`config.mk`:
```
export PLATFORM = sky130hd
export DESIGN_NAME = hdlc_rx_accept
export DESIGN_NICKNAME = d
export VERILOG_FILES = /design/src/rtl/hdlc_rxa_pkg.sv /design/src/rtl/hdlc_rxa_satcnt.sv /design/src/rtl/hdlc_rxa_ram.sv /design/src/rtl/hdlc_rxa_ctrl.sv /design/src/rtl/hdlc_rx_accept.sv
export SDC_FILE = /design/constraint.sdc
export NUM_CORES = 2
export LEC_CHECK = 0
export BUFFER_PORTS_ARGS = -buffer_cell sky130_fd_sc_hd__buf_4
export CORE_UTILIZATION = 55
export CTS_CLUSTER_DIAMETER = 100
export DETAILED_ROUTE_END_ITERATION = 10
export GPL_TIMING_DRIVEN = 1
export MAX_ROUTING_LAYER = met4
export PLACE_DENSITY = 0.71
export SLEW_MARGIN = 20
export SYNTH_ARGS = -nofsm -noshare
export SYNTH_HDL_FRONTEND = slang
export SYNTH_SLANG_ARGS = --single-unit
export TNS_END_PERCENT = 100
```
`constraint.sdc`:
```
create_clock -name clk -period 4.1 [get_ports clk]
set_input_delay 0.205 -clock clk [delete_from_list [all_inputs] [get_ports clk]]
set_output_delay 0.205 -clock clk [all_outputs]
set_load 0.03 [all_outputs]
```
`src/rtl/hdlc_rxa_pkg.sv`:
```
package hdlc_rxa_pkg;
  typedef enum logic [1:0] {
    RXS_ACTIVE  = 2'd0,
    RXS_OVERRUN = 2'd1,
    RXS_OVERSZ  = 2'd2
  } rxs_e;

  localparam int EV_FRAME = 0;
  localparam int EV_CRC   = 1;
  localparam int EV_OVR   = 2;
  localparam int EV_BIG   = 3;
  localparam int EV_ABORT = 4;
  localparam int EV_N     = 5;
endpackage

```
`src/rtl/hdlc_rxa_satcnt.sv`:
```
module hdlc_rxa_satcnt #(
  parameter int CW = 16
) (
  input  logic          clk,
  input  logic          rst,
  input  logic          inc,
  output logic [CW-1:0] q
);
  always_ff @(posedge clk) begin
    if (rst) q <= '0;
    else if (inc && (q != '1)) q <= q + 1'b1;
  end
endmodule

```
`src/rtl/hdlc_rxa_ram.sv`:
```
module hdlc_rxa_ram #(
  parameter int DATA_W = 8,
  parameter int ADDR_W = 8
) (
  input  logic              clk,
  input  logic              we,
  input  logic [ADDR_W-1:0] waddr,
  input  logic [DATA_W-1:0] wdata,
  input  logic [ADDR_W-1:0] raddr,
  output logic [DATA_W-1:0] rdata
);
  localparam int DEPTH = 1 << ADDR_W;

  logic [DATA_W-1:0] mem [DEPTH];

  always_ff @(posedge clk) begin
    if (we) mem[waddr] <= wdata;
    rdata <= mem[raddr];
  end
endmodule

```
`src/rtl/hdlc_rxa_ctrl.sv`:
```
module hdlc_rxa_ctrl
  import hdlc_rxa_pkg::*;
#(
  parameter int DATA_W    = 8,
  parameter int ADDR_W    = 8,
  parameter int MIN_FRAME = 10,
  parameter int CRC_BYTES = 2,
  localparam int LEN_W    = ADDR_W + 1
) (
  input  logic              clk,
  input  logic              rst,
  input  logic              in_valid,
  input  logic [DATA_W-1:0] in_data,
  input  logic              in_eof,
  input  logic              in_crc_err,
  input  logic              in_overrun,
  input  logic              in_abort,
  input  logic [LEN_W-1:0]  size_limit,
  output logic              wr_en,
  output logic [ADDR_W-1:0] wr_addr,
  output logic [DATA_W-1:0] wr_data,
  output logic              commit,
  output logic [LEN_W-1:0]  commit_len,
  output logic [EV_N-1:0]   evt
);
  localparam logic [LEN_W-1:0] DEPTH_L = LEN_W'(2 ** ADDR_W);
  localparam logic [LEN_W-1:0] MIN_L   = LEN_W'(MIN_FRAME);
  localparam logic [LEN_W-1:0] CRC_L   = LEN_W'(CRC_BYTES);

  rxs_e             st_q, st_n;
  logic [LEN_W-1:0] cnt_q, cnt_n;
  logic [LEN_W-1:0] lim_eff;
  logic             commit_n;
  logic [LEN_W-1:0] len_n;

  assign lim_eff = (size_limit > DEPTH_L) ? DEPTH_L : size_limit;
  assign wr_addr = cnt_q[ADDR_W-1:0];
  assign wr_data = in_data;

  // Beat evaluation: abort first, then the byte, then the end-of-frame decision
  always_comb begin
    st_n     = st_q;
    cnt_n    = cnt_q;
    wr_en    = 1'b0;
    evt      = '0;
    commit_n = 1'b0;
    len_n    = '0;
    if (in_abort) begin
      if (st_q == RXS_ACTIVE) begin
        cnt_n         = '0;
        evt[EV_ABORT] = 1'b1;
      end
    end else begin
      if (in_valid) begin
        if (in_overrun) begin
          cnt_n       = '0;
          st_n        = RXS_OVERRUN;
          evt[EV_OVR] = 1'b1;
        end else if (cnt_q >= lim_eff) begin
          cnt_n       = '0;
          st_n        = RXS_OVERSZ;
          evt[EV_BIG] = 1'b1;
        end else if (st_q != RXS_ACTIVE) begin
          st_n = RXS_ACTIVE;
        end else begin
          wr_en = 1'b1;
          cnt_n = cnt_q + 1'b1;
        end
      end
      if (in_eof) begin
        evt[EV_FRAME] = 1'b1;
        if (cnt_n != '0) begin
          if (in_crc_err || (st_n != RXS_ACTIVE) || (cnt_n < MIN_L)) begin
            evt[EV_CRC] = in_crc_err;
          end else begin
            commit_n = 1'b1;
            len_n    = cnt_n - CRC_L;
          end
        end
        cnt_n = '0;
        st_n  = RXS_ACTIVE;
      end
    end
  end

  always_ff @(posedge clk) begin
    if (rst) begin
      st_q       <= RXS_ACTIVE;
      cnt_q      <= '0;
      commit     <= 1'b0;
      commit_len <= '0;
    end else begin
      st_q       <= st_n;
      cnt_q      <= cnt_n;
      commit     <= commit_n;
      commit_len <= len_n;
    end
  end
endmodule

```
`src/rtl/hdlc_rx_accept.sv`:
```
module hdlc_rx_accept
  import hdlc_rxa_pkg::*;
#(
  parameter int DATA_W    = 8,
  parameter int ADDR_W    = 8,
  parameter int CNT_W     = 16,
  parameter int MIN_FRAME = 10,
  parameter int CRC_BYTES = 2
) (
  input  logic              clk,
  input  logic              rst,
  input  logic              in_valid,
  input  logic [DATA_W-1:0] in_data,
  input  logic              in_eof,
  input  logic              in_crc_err,
  input  logic              in_overrun,
  input  logic              in_abort,
  input  logic [ADDR_W:0]   size_limit,
  input  logic [ADDR_W-1:0] rd_addr,
  output logic [DATA_W-1:0] rd_data,
  output logic              commit,
  output logic [ADDR_W:0]   commit_len,
  output logic [CNT_W-1:0]  cnt_frames,
  output logic [CNT_W-1:0]  cnt_crc,
  output logic [CNT_W-1:0]  cnt_overrun,
  output logic [CNT_W-1:0]  cnt_toobig,
  output logic [CNT_W-1:0]  cnt_abort
);
  logic              wr_en;
  logic [ADDR_W-1:0] wr_addr;
  logic [DATA_W-1:0] wr_data;
  logic [EV_N-1:0]   evt;
  logic [CNT_W-1:0]  cnt_q [EV_N];

  hdlc_rxa_ctrl #(
    .DATA_W(DATA_W), .ADDR_W(ADDR_W), .MIN_FRAME(MIN_FRAME), .CRC_BYTES(CRC_BYTES)
  ) u_ctrl (
    .clk, .rst, .in_valid, .in_data, .in_eof, .in_crc_err, .in_overrun, .in_abort,
    .size_limit, .wr_en, .wr_addr, .wr_data, .commit, .commit_len, .evt
  );

  hdlc_rxa_ram #(.DATA_W(DATA_W), .ADDR_W(ADDR_W)) u_ram (
    .clk, .we(wr_en), .waddr(wr_addr), .wdata(wr_data), .raddr(rd_addr), .rdata(rd_data)
  );

  for (genvar g = 0; g < EV_N; g++) begin : g_cnt
    hdlc_rxa_satcnt #(.CW(CNT_W)) u_cnt (.clk, .rst, .inc(evt[g]), .q(cnt_q[g]));
  end

  assign cnt_frames  = cnt_q[EV_FRAME];
  assign cnt_crc     = cnt_q[EV_CRC];
  assign cnt_overrun = cnt_q[EV_OVR];
  assign cnt_toobig  = cnt_q[EV_BIG];
  assign cnt_abort   = cnt_q[EV_ABORT];
endmodule

```
==> results.txt <==
- The flow ran to the end, and the final reports show no timing, DRC or antenna violations.
- Top cells by instance count after synthesis: 2048 x sky130_fd_sc_hd__edfxtp_1, 672 x sky130_fd_sc_hd__mux4_2, 353 x sky130_fd_sc_hd__nor2_1
- Max Cap Viol: 0
- The tree built by TritonCTS fans out to between 2000 and 2500 sinks.
- Maximum buffer depth of the clock tree: 3
- Walking the worst path, the cells encountered are ha_1 -> a211oi_1 -> nor2_1 -> nor4_4 -> nand2_1 -> or3_1 -> nor3b_1 -> nand2_1 -> nor2_1 -> buf_4.
* Register bit total from synthesis: approximately 2200
- Area used by multi-input combinational logic: 19500 um^2
- In the finished design, the share of the clock period the worst path needs comes to between 90% and 100%.
* Power after layout: roughly 0.045 W
- During synthesis, Yosys emitted a total of 0 warnings.
- Via-per-instance ratio: 6.34
* CP startpoint kind: flip-flop
- Maximum resistive drop on vdd: approximately 320 uV
- Total length of routed wires: 198000 um
- Worst Skew: roughly 0.034 ns
- After floorplanning, the core was divided into 143 placement rows.
- Post-synth cell types: 65
* Type of the worst setup path: reg -> reg
- Global routing used 27.0% of the available tracks.
* Setup repair after global routing missed its margin: no
- TritonCTS clock tree: built
- Of all nets on the critical path, the largest fanout is 16.
- Setup violations remaining at the end of the flow were counted as 0.
- Minimum clock period: 3.93 ns
- The die covers 155000 um^2.
* TNS Setup: 0 ns
* Count of flip-flops with a built-in enable after synthesis: 2048
* Number of port buffers: 129
- Most common cell in the netlist: sky130_fd_sc_hd__edfxtp_1
- Final nets: 4469
* Proportion of layout cells with a drive suffix above 1: approximately a third
* Initial DRC count: 5136
- Setup bufs post-CTS: 0
* Vias in the first global route: 41600
- Transition at the pin with the smallest max-transition slack: between 1 and 1.5 ns
* CP delay by family, top: simple AND/OR/NAND/NOR gates
- HP Class: in -> reg
- Once placement completed, the tool counted placed cells totaling 6224.
* Initial core utilization: between 50% and 60%
- Detailed placement ended at an HPWL of 118000 um.
- Among all flip-flop cells after synthesis, the most frequent one is sky130_fd_sc_hd__edfxtp_1.
- Area growth, synth to finish: 15.5%
- Counting the buffers created by CTS gives 207.
- Largest net degree at the start of global routing: roughly 140
* Per-instance average area after synthesis: 21.7 um^2
- Top-Level Pins: 130
- Average wire per cell in the routed design: between 20 and 30 um
* Slowest stage cell, crit path: sky130_fd_sc_hd__nand2_1
* Clk Latency, worst-skew pair: roughly 0.83 ns
- The routed layout has 42000 vias.
- Hold violation count in the final report: 0
- Y dimension of the die: roughly 390 um
- Post-synth top area cell: sky130_fd_sc_hd__edfxtp_1
- Top-area cell type share of the netlist area: 73.1%
* Non-Filler Instances: about 6600
- The max-slew violation count was 0.
- The die is 393 um wide.
- The initial antenna violation count is 4.
* Async SR Flop Fraction: 0%
- Worst slew slack as a fraction of its limit: 21.8%
- STA puts the critical path data required time at 4.64 ns.
- In this run the clock root is driven by a sky130_fd_sc_hd__clkbuf_16.
- Clock transition at path regs: 0.06 ns
* Core region area: roughly 150000 um^2
- Top achievable clock speed: between 200 and 300 MHz
- Counting the fill cells in the layout gives just under 10000.
- The first global-routing pass estimated 289000 um of wire.
- Registers take 63700 um^2.
- The clock tree synthesis step divided the H-tree into 4 levels.
* DR pass1 iterations: 6
- Congestion Overflow GR: 0
* Worst setup EP type: flip-flop
* Antenna-violating nets left: 0
* Synthesized instance count: 3886
* Largest cells by area after synthesis: sky130_fd_sc_hd__edfxtp_1 73%, sky130_fd_sc_hd__mux4_2 18%, sky130_fd_sc_hd__dfxtp_1 2.6%
- Total power divided by cell area: around 460 nW/um^2
* Leakage component of the power: 31.1 nW
- Cells fill 64.0% of the core in the end.
- Delay contributed by the slowest stage of the critical path: 0.54 ns
- At the worst endpoint, the arrival time is between 4 and 5 ns.
- After detailed routing, the number of remaining DRC violations is 0.
- Summing the sequential cell areas from Yosys gives 75.7% of the chip area.
- When the netlist entered floorplanning its net count stood at 3937.
* Buf/Inv on CP: 1
- Mapped Area: 84200 um^2
* RD Place Congestion: 0.883
path summary, 6_finish.rpt:
| kind | startpoint | to | slack (ns) | cells after the start |
|---|---|---|---|---|
| worst max register to register | u_ctrl.cnt_q[6]$_SDFFE_PP0P_ | u_ram.mem[118][2]$_DFFE_PP_ | 0.17 | 10 |
| worst min register to register | g_cnt[1].u_cnt.q[7]$_SDFFE_PP0P_ | g_cnt[1].u_cnt.q[7]$_SDFFE_PP0P_ | 0.50 | 2 |
| worst min-delay path | in_data[4] | u_ram.mem[200][4]$_DFFE_PP_ | 0.03 | 1 |
| worst max-delay path | u_ctrl.cnt_q[6]$_SDFFE_PP0P_ | u_ram.mem[118][2]$_DFFE_PP_ | 0.17 | 10 |
metal layers:
| layer | up-vias | track usage (%) | part of all wire, % |
|---|---|---|---|
| li1 | 17300 | - | - |
| met1 | 22300 | 38.2 | 40 |
| met2 | 2141 | 40.8 | 49 |
| met3 | 320 | 4.43 | 8.5 |
| met4 | 0 | 8.54 | 3.1 |
| met5 | - | - | 0 |
placed cells by master (no fill, tap or decap), types with 36 or more instances in the layout:
cell type	n
sky130_fd_sc_hd__edfxtp_1	2048
sky130_fd_sc_hd__mux4_2	672
sky130_fd_sc_hd__buf_4	475
sky130_fd_sc_hd__nor2_1	353
sky130_fd_sc_hd__clkbuf_16	211
sky130_fd_sc_hd__dfxtp_1	109
sky130_fd_sc_hd__nand2_1	90
sky130_fd_sc_hd__clkinv_1	45
sky130_fd_sc_hd__clkbuf_1	40
sky130_fd_sc_hd__buf_12	38
sky130_fd_sc_hd__clkinv_2	36
state kept, by name (all words and copies together), names as in the netlist:
signal and flops:
g_cnt.u_cnt.q 80, u_ctrl.cnt_q 9, u_ctrl.commit 1, u_ctrl.commit_len 9
u_ctrl.st_q 2, u_ram.mem 2048, u_ram.rdata 8
report_power, final:
group          internal [W]  switching (W)
clock network        0.0108        0.00805
logic              0.000886        0.00127
registers            0.0241      0.0000120
layout make-up:
class | count | area share, %
timing repair buffer | 539 | 4.77
inverter | 17 | 0.0656
clock buffer | 253 | 5.61
tap | 2030 | 2.61
clock inverter | 132 | 1.34
sequential | 2157 | 65.5
antenna | 2 | 0.00515
multi-input combinational | 1496 | 20.1
stage by stage:
stage	worst slack, ns	hold slack, ns	instance area (um^2)
after floorplan	0.770	0.304	84200
after global placement	0.0518	0.475	90300
after detailed placement	-0.00405	0.489	90300
after CTS	0.244	0.0303	97200
after global routing	0.0665	0.0571	97200
final	0.167	0.0321	97200
cells by family after synthesis:
kind of cell	Yosys count	synth area share [%]
compound gates	125	1.01
buf+inv	233	1.14
mux	679	18.1
flops	2157	75.7
xor+xnor	53	0.552
fa+ha+maj	19	0.282
simple gates	620	3.28
repair_timing:
item / CTS / global route
endpoints found under the hold margin: 198 / 0
gates resized for setup: 0 / 0
hold buffers: 15 / 0
No activity file was read; power rests on OpenSTA's default activity.
